<file path="src/rtl/alu_bypass_pkg.sv">
package alu_bypass_pkg;

  localparam int OPC_W    = 3;
  localparam int NUM_SRC  = 3;  // 0: exe/mem, 1: mem/wb, 2: wb holding
  localparam int NUM_OPND = 3;  // 0: operand A, 1: operand B, 2: store data
  localparam int SEL_W    = 2;

  typedef enum logic [OPC_W-1:0] {
    OPC_NOP    = 3'd0,
    OPC_ALU    = 3'd1,
    OPC_LOAD   = 3'd2,
    OPC_STORE  = 3'd3,
    OPC_BRANCH = 3'd4
  } opc_e;

  typedef enum logic [SEL_W-1:0] {
    SEL_RF  = 2'd0,
    SEL_EXM = 2'd1,
    SEL_MWB = 2'd2,
    SEL_WBH = 2'd3
  } sel_e;

  // A slot may feed an operand if it writes a register and its value is
  // already present there; loads only count once memory has answered.
  function automatic logic slot_eligible(input logic [OPC_W-1:0] op,
                                         input logic load_ready);
    return (op == OPC_ALU) || (load_ready && (op == OPC_LOAD));
  endfunction

  // Youngest producer first.
  function automatic sel_e pick_source(input logic [NUM_SRC-1:0] hit);
    if (hit[0])      return SEL_EXM;
    else if (hit[1]) return SEL_MWB;
    else if (hit[2]) return SEL_WBH;
    else             return SEL_RF;
  endfunction

endpackage

</file>
<file path="src/rtl/bypass_slot_match.sv">
module bypass_slot_match
  import alu_bypass_pkg::*;
#(
  parameter int REG_W      = 3,
  parameter bit LOAD_READY = 1'b1
) (
  input  logic [OPC_W-1:0]          op,
  input  logic [REG_W-1:0]          dest,
  input  logic [NUM_OPND*REG_W-1:0] srcs,
  output logic [NUM_OPND-1:0]       hit
);

  logic eligible;
  assign eligible = slot_eligible(op, LOAD_READY);

  for (genvar o = 0; o < NUM_OPND; o++) begin : g_opnd
    assign hit[o] = eligible && (dest == srcs[o*REG_W +: REG_W]);
  end

endmodule

</file>
<file path="src/rtl/bypass_operand_mux.sv">
module bypass_operand_mux
  import alu_bypass_pkg::*;
#(
  parameter int DATA_W = 32
) (
  input  logic [NUM_SRC-1:0] hit,
  input  logic [DATA_W-1:0]  rf_val,
  input  logic [DATA_W-1:0]  exm_val,
  input  logic [DATA_W-1:0]  mwb_val,
  input  logic [DATA_W-1:0]  wbh_val,
  output logic [SEL_W-1:0]   sel,
  output logic [DATA_W-1:0]  data
);

  sel_e choice;
  assign choice = pick_source(hit);
  assign sel    = choice;

  always_comb begin
    unique case (choice)
      SEL_EXM: data = exm_val;
      SEL_MWB: data = mwb_val;
      SEL_WBH: data = wbh_val;
      default: data = rf_val;
    endcase
  end

endmodule

</file>
<file path="src/rtl/alu_bypass_unit.sv">
module alu_bypass_unit
  import alu_bypass_pkg::*;
#(
  parameter int DATA_W = 32,
  parameter int REG_W  = 3
) (
  input  logic [REG_W-1:0]  src_a,
  input  logic [REG_W-1:0]  src_b,
  input  logic [REG_W-1:0]  src_sd,
  input  logic [DATA_W-1:0] rf_a,
  input  logic [DATA_W-1:0] rf_b,
  input  logic [DATA_W-1:0] rf_sd,
  input  logic [2:0]        exm_op,
  input  logic [REG_W-1:0]  exm_dest,
  input  logic [DATA_W-1:0] exm_val,
  input  logic [2:0]        mwb_op,
  input  logic [REG_W-1:0]  mwb_dest,
  input  logic [DATA_W-1:0] mwb_val,
  input  logic [2:0]        wbh_op,
  input  logic [REG_W-1:0]  wbh_dest,
  input  logic [DATA_W-1:0] wbh_val,
  output logic [DATA_W-1:0] opnd_a,
  output logic [DATA_W-1:0] opnd_b,
  output logic [DATA_W-1:0] store_data
);

  localparam int SRC_BUS_W  = NUM_OPND * REG_W;
  localparam int DATA_BUS_W = NUM_OPND * DATA_W;

  // Flattened views so that sources and operands can be generated.
  logic [SRC_BUS_W-1:0]          spec_bus;
  logic [DATA_BUS_W-1:0]         rf_bus;
  logic [DATA_BUS_W-1:0]         out_bus;
  logic [NUM_SRC*OPC_W-1:0]      slot_op;
  logic [NUM_SRC*REG_W-1:0]      slot_dest;

  // Named internal events for the checker.
  logic [NUM_SRC-1:0]            slot_hit [NUM_OPND];
  logic [NUM_OPND*SEL_W-1:0]     opnd_sel;

  assign spec_bus  = {src_sd, src_b, src_a};
  assign rf_bus    = {rf_sd, rf_b, rf_a};
  assign slot_op   = {wbh_op, mwb_op, exm_op};
  assign slot_dest = {wbh_dest, mwb_dest, exm_dest};

  for (genvar s = 0; s < NUM_SRC; s++) begin : g_slot
    logic [NUM_OPND-1:0] hit_by_opnd;
    bypass_slot_match #(
      .REG_W      (REG_W),
      .LOAD_READY (s != 0)
    ) u_match (
      .op   (slot_op[s*OPC_W +: OPC_W]),
      .dest (slot_dest[s*REG_W +: REG_W]),
      .srcs (spec_bus),
      .hit  (hit_by_opnd)
    );
    for (genvar o = 0; o < NUM_OPND; o++) begin : g_fan
      assign slot_hit[o][s] = hit_by_opnd[o];
    end
  end

  for (genvar o = 0; o < NUM_OPND; o++) begin : g_opnd
    bypass_operand_mux #(
      .DATA_W (DATA_W)
    ) u_mux (
      .hit     (slot_hit[o]),
      .rf_val  (rf_bus[o*DATA_W +: DATA_W]),
      .exm_val (exm_val),
      .mwb_val (mwb_val),
      .wbh_val (wbh_val),
      .sel     (opnd_sel[o*SEL_W +: SEL_W]),
      .data    (out_bus[o*DATA_W +: DATA_W])
    );
  end

  assign opnd_a     = out_bus[0*DATA_W +: DATA_W];
  assign opnd_b     = out_bus[1*DATA_W +: DATA_W];
  assign store_data = out_bus[2*DATA_W +: DATA_W];

endmodule

</file>
<file path="config.mk">
export PLATFORM = sky130hd
export DESIGN_NAME = alu_bypass_unit
export DESIGN_NICKNAME = d
export VERILOG_FILES = /design/src/rtl/alu_bypass_pkg.sv /design/src/rtl/bypass_slot_match.sv /design/src/rtl/bypass_operand_mux.sv /design/src/rtl/alu_bypass_unit.sv
export SDC_FILE = /design/constraint.sdc
export NUM_CORES = 1
export LEC_CHECK = 0
export BUFFER_PORTS_ARGS = -buffer_cell sky130_fd_sc_hd__buf_2
export CORE_MARGIN = 3
export CORE_UTILIZATION = 25
export DETAILED_ROUTE_END_ITERATION = 10
export PLACE_DENSITY = 0.67
export REMOVE_ABC_BUFFERS = 1
export SYNTH_ARGS = -nofsm -noshare
export SYNTH_HDL_FRONTEND = slang
export SYNTH_SLANG_ARGS = --single-unit
</file>
<file path="constraint.sdc">
create_clock -name vclk -period 2
set_clock_uncertainty 0.1 [all_clocks]
set_input_delay 0.2 -clock vclk [all_inputs]
set_output_delay 0.2 -clock vclk [all_outputs]
set_load 0.05 [all_outputs]
</file>
==> impl_metrics.env, run 1 <==
export IMPL_layout_drive_gt1_share_pct=62.53
export IMPL_fin_nets=1187
export IMPL_initial_core_util_pct=26.06
export IMPL_antenna_found_initial=1
export IMPL_dp_final_hpwl_um=19180
export IMPL_max_vdd_ir_drop_uv=230.5
export IMPL_status="finished, violations left"
export IMPL_synth_cell_types=22
export IMPL_grt_overflow=0
export IMPL_firstDrtPassIters=7
export IMPL_period_minus_slack_ns=2.082
export IMPL_final_hold_violation_count=0
export IMPL_crit_path_max_incr_delay_ns=0.30
export IMPL_area_delta_synth_final_pct=122.7
export IMPL_antenna_cells=0
export IMPL_tightest_slew_ns=0.4688
export IMPL_seq_area_um2=0
export IMPL_core_rowCount=43
export IMPL_setup_slack_ns=-0.08235
export IMPL_portBuffers=315
export IMPL_cpMostUsedCell="buf_6"
export IMPL_drt_wirelength_per_cell_um=24.61
export IMPL_hold_buffers=0
export IMPL_die_area_um2=16240
export IMPL_worst_setup_path_end_kind="primary output"
export IMPL_p_leak_nw=3.146
export IMPL_finalSetupViolations=54
export IMPL_final_cells=1146
export IMPL_gp_congestion=1.003
export IMPL_hold_path_class="input pin to primary output"
export IMPL_cpMaxStageDelayCell="a311oi_2"
export IMPL_crit_path_start="exm_op[0]"
export IMPL_fill_cells=1215
export IMPL_slew_headroom_pct=68.46
export IMPL_grt_pass1_wl_um=38120
export IMPL_fmax_ghz=0.4802
export IMPL_drv_cap=0
export IMPL_path_class="input pin to primary output"
export IMPL_hold_start="rf_a[24]"
export IMPL_cp_cell_sequence="buf_2, nor3b_4, buf_4, buf_6, nand4_2, buf_6, buf_12, nor2_1, a311oi_2, buf_6"
export IMPL_yosysSeqAreaShare_pct=0
export IMPL_power_density_nw_per_um2=355.3
export IMPL_wl_um=28200
export IMPL_drc=0
export IMPL_dp_slack_ns=-0.3243
export IMPL_dpl_cell_count=1128
export IMPL_critical_path_required_ns=1.70
export IMPL_final_antenna_net_count=0
export IMPL_cp_max_fo=16
export IMPL_io_pins=315
export IMPL_num_vias=7670
export IMPL_dr_first_iter_drc_count=1011
export IMPL_critPathArrivalTime_ns=1.78
export IMPL_die_x_um=127.4
export IMPL_rsz0062_at_grt="true"
export IMPL_core_area_um2=14150
export IMPL_final_common_cell="buf_2"
export IMPL_grt_max_degree=36
export IMPL_slew_violations=0
export IMPL_syn_inst=623
export IMPL_yosys_warnings=0
export IMPL_clock_buffers=0
export IMPL_synth_area_um2=3687
export IMPL_avgSynthCellArea_um2=5.919
export IMPL_critPathLaunchType="input pin"
export IMPL_flops_and_latches=0
export IMPL_fin_crit_sh_pct=104.1
export IMPL_grt_pass1_vias=7244
export IMPL_layout_common_cells="buf_2, buf_6, nand3_1"
export IMPL_avgViaCountPerCell=6.693
export IMPL_track_usage_pct=28.70
export IMPL_violations="negative setup slack"
export IMPL_die_h_um=127.4
-- per-layer routing --
layer	part of all wire [%]	GRT usage, %	up-vias
li1	-	-	3191
met2	48	49.77	784
met4	5.1	11.61	2
met3	13	6.229	179
met5	0.025	0	-
met1	34	34.26	3514
-- worst max-delay path, delay by kind of cell --
family	cells	cell delay, ns
buf+inv	6	0.96
simple gates	3	0.31
compound gates	1	0.30
-- where the power goes --
group          switching (mW)  internal (mW)  leakage, nW
logic                    1.77           1.15         3.15
clock network               0              0            0
registers                   0              0            0
-- repair_timing --
| action | 4_1_cts | 5_1_grt |
|---|---|---|
| buffers inserted | 5 | 7 |
| setup endpoints to repair | 96 | 96 |
| cloned | 1 | 5 |
| hold endpoints to repair | 0 | 0 |
| pin swaps | 34 | 73 |
| gates resized for setup | 199 | 223 |
-- kinds of logic (layout without fill, tap and decap cells) --
| kind of cell | count (synthesis) | in the layout | share of synthesized area [%] |
|---|---|---|---|
| buf+inv | 92 | 435 | 13.13 |
| compound gates | 195 | 195 | 36.61 |
| xor+xnor | 29 | 29 | 6.889 |
| simple gates | 307 | 307 | 43.37 |
-- Yosys cell counts --
cell	instances	area (µm²)
nand3_1	102	510.5
nor2_1	96	360.4
o21ai_0	96	480.5
a311oi_1	95	832.1
nor4_1	95	594.3
clkbuf_1	38	142.6
buf_2	35	175.2
xnor2_1	27	236.5
buf_6	10	112.6
buf_4	5	37.54
and3_1	3	18.77
and4_1	3	26.28
buf_1	3	11.26
nand4_2	3	37.54
o21a_1	3	22.52
nand2b_1	2	12.51
xor2_1	2	17.52
a311oi_2	1	15.01
and2b_1	1	7.510
clkbuf_2	1	5.000
nor3b_4	1	18.77
nor4_2	1	12.51
-- final timing paths --
| kind | cells after the start | to |
|---|---|---|
| min | 4 | opnd_a[24] |
| max | 10 | opnd_b[3] |
-- per-stage QoR --
step	area, µm²	hold WS [ns]	setup TNS [ns]	util, %	power [mW]
after floorplan	3203	0.5431	-192.10	-	1.214
after global placement	6095	0.7365	-10.21	43.07	2.204
after detailed placement	6095	0.7372	-12.20	43.07	2.206
after CTS	6887	0.7206	-0.1139	48.67	2.486
after global routing	8212	0.7370	-6.763	58.03	2.999
final	8212	0.7258	-1.561	58.03	2.918
-- cell type report --
| type | instances | area [µm²] | area share, % |
|---|---|---|---|
| tap | 180 | 225.2 | 2.743 |
| multi-input combinational | 531 | 4456 | 54.26 |
| timing repair buffer | 435 | 3531 | 43.00 |
No activity file was read; power rests on OpenSTA's default activity.
==> inputs of run 2 (changes only) <==
- BUFFER_PORTS_ARGS: -buffer_cell sky130_fd_sc_hd__buf_2 -> -buffer_cell sky130_fd_sc_hd__buf_4
==> impl_metrics.env, run 2 (synthesis results as in run 1) <==
export IMPL_rsz0062_at_grt="true"
export IMPL_hold_start="wbh_val[7]"
export IMPL_cp_cell_sequence="buf_4, xor2_2, nand2b_4, buf_4, nor4_1, a311oi_4, buf_6"
export IMPL_flops_and_latches=0
export IMPL_portBuffers=315
export IMPL_initial_core_util_pct=26.06
export IMPL_grt_overflow=0
export IMPL_hold_path_class="input pin to primary output"
export IMPL_track_usage_pct=29.97
export IMPL_die_h_um=127.4
export IMPL_post_route_util_pct=68.11
export IMPL_drt_wirelength_per_cell_um=27.08
export IMPL_drv_cap=0
export IMPL_setup_slack_ns=-0.1306
export IMPL_final_cells=1150
export IMPL_dpl_cell_count=1118
export IMPL_num_vias=7730
export IMPL_gr_usage_met2_pct=51.81
export IMPL_core_rowCount=43
export IMPL_met1_usage_pct=38.33
export IMPL_worst_setup_path_end_kind="primary output"
export IMPL_final_hold_violation_count=0
export IMPL_grt_busiest_layer="met2"
export IMPL_violations="negative setup slack"
export IMPL_finalSetupViolations=62
export IMPL_fmax_ghz=0.4693
export IMPL_max_vdd_ir_drop_uv=226.5
export IMPL_crit_path_max_incr_delay_ns=0.59
export IMPL_fin_crit_sh_pct=106.5
export IMPL_hold_buffers=0
export IMPL_grt_pass1_wl_um=39360
export IMPL_core_area_um2=14150
export IMPL_die_area_um2=16240
export IMPL_use_met3_pct=3.512
export IMPL_slew_headroom_pct=59.27
export IMPL_crit_path_start="mwb_op[1]"
export IMPL_grt_max_degree=39
export IMPL_avgViaCountPerCell=6.722
export IMPL_dp_final_hpwl_um=18920
export IMPL_final_common_cell="buf_4"
export IMPL_path_buf_inv=3
export IMPL_seq_area_um2=0
export IMPL_dr_first_iter_drc_count=915
export IMPL_p_leak_nw=3.549
export IMPL_layout_drive_gt1_share_pct=65.46
export IMPL_io_pins=315
export IMPL_status="finished, violations left"
export IMPL_die_x_um=127.4
export IMPL_layout_common_cells="buf_4, buf_6, nand3_1"
export IMPL_power_density_nw_per_um2=331.9
export IMPL_final_antenna_net_count=0
export IMPL_cpMaxStageDelayCell="nor4_1"
export IMPL_area_delta_synth_final_pct=161.4
export IMPL_critPathLaunchType="input pin"
export IMPL_grt_pass1_vias=7078
export IMPL_slew_violations=0
export IMPL_crit_family="simple AND/OR/NAND/NOR gates"
export IMPL_fin_nets=1191
export IMPL_wl_um=31140
export IMPL_antenna_found_initial=0
export IMPL_dpl_cell_area_um2=6763
export IMPL_gp_congestion=0.9692
export IMPL_clock_buffers=0
export IMPL_critical_path_required_ns=1.70
export IMPL_firstDrtPassIters=7
export IMPL_antenna_cells=0
export IMPL_fin_hold_ws_ns=0.7399
export IMPL_tightest_slew_ns=0.6054
export IMPL_cp_max_fo=22
export IMPL_drc=0
export IMPL_fill_cells=1076
export IMPL_critPathArrivalTime_ns=1.83
export IMPL_stdcell_area_um2=9637
export IMPL_period_minus_slack_ns=2.131
export IMPL_path_class="input pin to primary output"
export IMPL_cpMostUsedCell="buf_4"
run 2: changes by cell type in the layout (fill, tap and decap cells not counted), moves of 5 or more:
cell / previous run / this run
buf_4: 84 / 280
buf_6: 100 / 110
buf_2: 217 / 0
a311oi_4: 12 / 39
nor4_1: 50 / 27
a311oi_2: 71 / 50
xnor2_4: 0 / 5
nor4_2: 36 / 55
o21ai_1: 28 / 1
o21ai_0: 67 / 95
a311oi_1: 13 / 7
clkbuf_16: 4 / 10
run 2: layout make-up:
cell class,instances,area [µm²],share of cell area (%)
multi-input combinational,531,5050,52.40
tap,180,225.2,2.337
timing repair buffer,439,4362,45.26
run 2: metrics by stage:
step / TNS [ns] / total power, mW / setup WS, ns
3_3_place_gp: -5.911 / 2.398 / -0.2247
4_1_cts: -0.5280 / 2.677 / -0.04588
3_5_place_dp: -7.275 / 2.399 / -0.2473
5_1_grt: -7.320 / 3.277 / -0.1674
6_report: -1.989 / 3.199 / -0.1306
2_1_floorplan: -192.10 / 1.214 / -2.012
run 2: where the power goes:
part,internal (mW),switching [mW],total (mW)
logic,1.35,1.85,3.20
registers,0,0,0
clock network,0,0,0
run 2: worst min-delay path: cells and delay by family:
family | cells | cell delay, ns
buffers and inverters | 2 | 0.27
AOI/OAI and AO/OA | 1 | 0.10
and+or+nand+nor | 1 | 0.07
run 2: final timing paths:
path | to | slack, ns | cells past startpoint
hold / removal | store_data[7] | 0.74 | 4
setup / recovery | opnd_b[1] | -0.13 | 7
run 2: layer usage:
metal | share of wire (%) | vias to the layer above
met4 | 4.8 | 0
met3 | 11 | 157
li1 | - | 3194
met5 | 0 | -
met2 | 48 | 740
met1 | 36 | 3639
run 2: timing repair:
action,CTS,global route
setup buffers,6,11
setup endpoints to repair,96,96
pin swaps,46,45
resized for setup,179,214
gates cloned,5,11
hold endpoints to repair,0,0
==> inputs of run 3 (changes only) <==
- SETUP_SLACK_MARGIN: default -> 0.02
==> impl_metrics.env, run 3 (synthesis results as in run 1) <==
export IMPL_hold_path_class="input pin to primary output"
export IMPL_critPathLaunchType="input pin"
export IMPL_final_common_cell="buf_4"
export IMPL_wl_um=30140
export IMPL_cp_max_fo=5
export IMPL_slew_headroom_pct=61.69
export IMPL_flops_and_latches=0
export IMPL_final_antenna_net_count=0
export IMPL_core_area_um2=14150
export IMPL_antenna_cells=0
export IMPL_p_leak_nw=3.488
export IMPL_area_delta_synth_final_pct=153.7
export IMPL_tightest_slew_ns=0.5694
export IMPL_die_area_um2=16240
export IMPL_drt_wirelength_per_cell_um=26.34
export IMPL_period_minus_slack_ns=2.110
export IMPL_setup_slack_ns=-0.1097
export IMPL_fill_cells=1117
export IMPL_track_usage_pct=30.47
export IMPL_num_vias=7645
export IMPL_slew_violations=0
export IMPL_grt_max_degree=39
export IMPL_final_cells=1144
export IMPL_layout_common_cells="buf_4, buf_6, nand3_1"
export IMPL_grt_pass1_vias=7240
export IMPL_pwr_share_clk_pct=0
export IMPL_fmax_ghz=0.4740
export IMPL_clock_buffers=0
export IMPL_seqPwrFrac_pct=0
export IMPL_grt_pass1_wl_um=39960
export IMPL_p_switching_mw=1.816
export IMPL_worst_setup_path_end_kind="primary output"
export IMPL_multiInputGateArea_um2=4905
export IMPL_post_route_util_pct=66.12
export IMPL_dpl_cell_count=1118
export IMPL_fin_crit_sh_pct=105.5
export IMPL_drv_cap=0
export IMPL_stdcell_area_um2=9355
export IMPL_fin_nets=1185
export IMPL_dp_final_hpwl_um=18920
export IMPL_path_class="input pin to primary output"
export IMPL_p_comb_share_pct=100.0
export IMPL_critPathArrivalTime_ns=1.81
export IMPL_antenna_found_initial=0
export IMPL_rsz0062_at_grt="true"
export IMPL_dpl_cell_area_um2=6763
export IMPL_layout_drive_gt1_share_pct=63.90
export IMPL_initial_core_util_pct=26.06
export IMPL_portBuffers=315
export IMPL_avgViaCountPerCell=6.683
export IMPL_violations="negative setup slack"
export IMPL_switching_share_pct=57.76
export IMPL_die_h_um=127.4
export IMPL_drc=0
export IMPL_critical_path_required_ns=1.70
export IMPL_dr_first_iter_drc_count=953
export IMPL_power_density_nw_per_um2=336.0
export IMPL_internal_power_mw=1.328
export IMPL_finalSetupViolations=65
export IMPL_die_x_um=127.4
export IMPL_io_pins=315
export IMPL_status="finished, violations left"
export IMPL_seq_area_um2=0
export IMPL_core_rowCount=43
export IMPL_final_hold_violation_count=0
export IMPL_gp_congestion=0.9692
export IMPL_firstDrtPassIters=6
export IMPL_max_vdd_ir_drop_uv=227.4
export IMPL_grt_overflow=0
run 3: cell types whose count changed in the layout (fill, tap and decap cells not counted), moves of 2 or more:
cell,change
buf_12,+2
buf_4,+2
buf_6,-5
clkbuf_16,-5
nand3_1,-3
nand3_2,+3
nor2_1,-2
nor2_2,+2
nor4_1,+18
nor4_2,-12
nor4_4,-6
run 3: worst paths after layout:
| check | end | from | depth (start not counted) | slack [ns] |
|---|---|---|---|---|
| worst min-delay path | opnd_b[13] | wbh_val[13] | 4 | 0.74 |
| worst max-delay path | store_data[31] | exm_op[2] | 9 | -0.11 |
run 3: area by class of cell:
class                           instances  share of cell area [%]
Multi-Input combinational cell        531                   52.43
Timing Repair Buffer                  433                   45.17
Tap cell                              180                   2.407
run 3: through the flow:
step	hold slack, ns	power (mW)	setup TNS, ns	worst slack [ns]
global placement	0.7335	2.398	-5.911	-0.2247
floorplan	0.5431	1.214	-192.10	-2.012
finish	0.7382	3.144	-1.917	-0.1097
CTS	0.7367	2.750	-0.6919	-0.04588
detailed placement	0.7302	2.399	-7.275	-0.2473
global route	0.7518	3.222	-6.855	-0.1723
run 3: power groups by stage:
stage / Clock, mW / Combinational (mW) / Sequential, mW
global placement: 0 / 2.40 / 0
CTS: 0 / 2.75 / 0
global route: 0 / 3.22 / 0
detailed placement: 0 / 2.40 / 0
floorplan: 0 / 1.21 / 0
finish: 0 / 3.14 / 0
run 3: timing repair:
item / CTS / global route
hold buffers: 0 / 0
endpoints found under the setup margin: 96 / 96
setup buffers: 6 / 9
endpoints found under the hold margin: 0 / 0
cloned: 6 / 6
resized for setup: 225 / 143
pin swaps: 48 / 13
run 3: routing by layer:
layer	wire (µm)	track usage, %	vias to the layer above
li1	-	-	3181
met3	3447	3.930	174
met5	0	0	-
met1	10740	38.56	3557
met4	1758	13.31	0
met2	14190	51.66	733
run 3: worst max-delay path, stage by stage:
cell and delay [ns]:
buf_6 0.09, nor3b_4 0.20, buf_6 0.16, and4_4 0.27, buf_12 0.13, buf_16 0.14, nor4_1 0.06, a311oi_1 0.28
buf_4 0.27
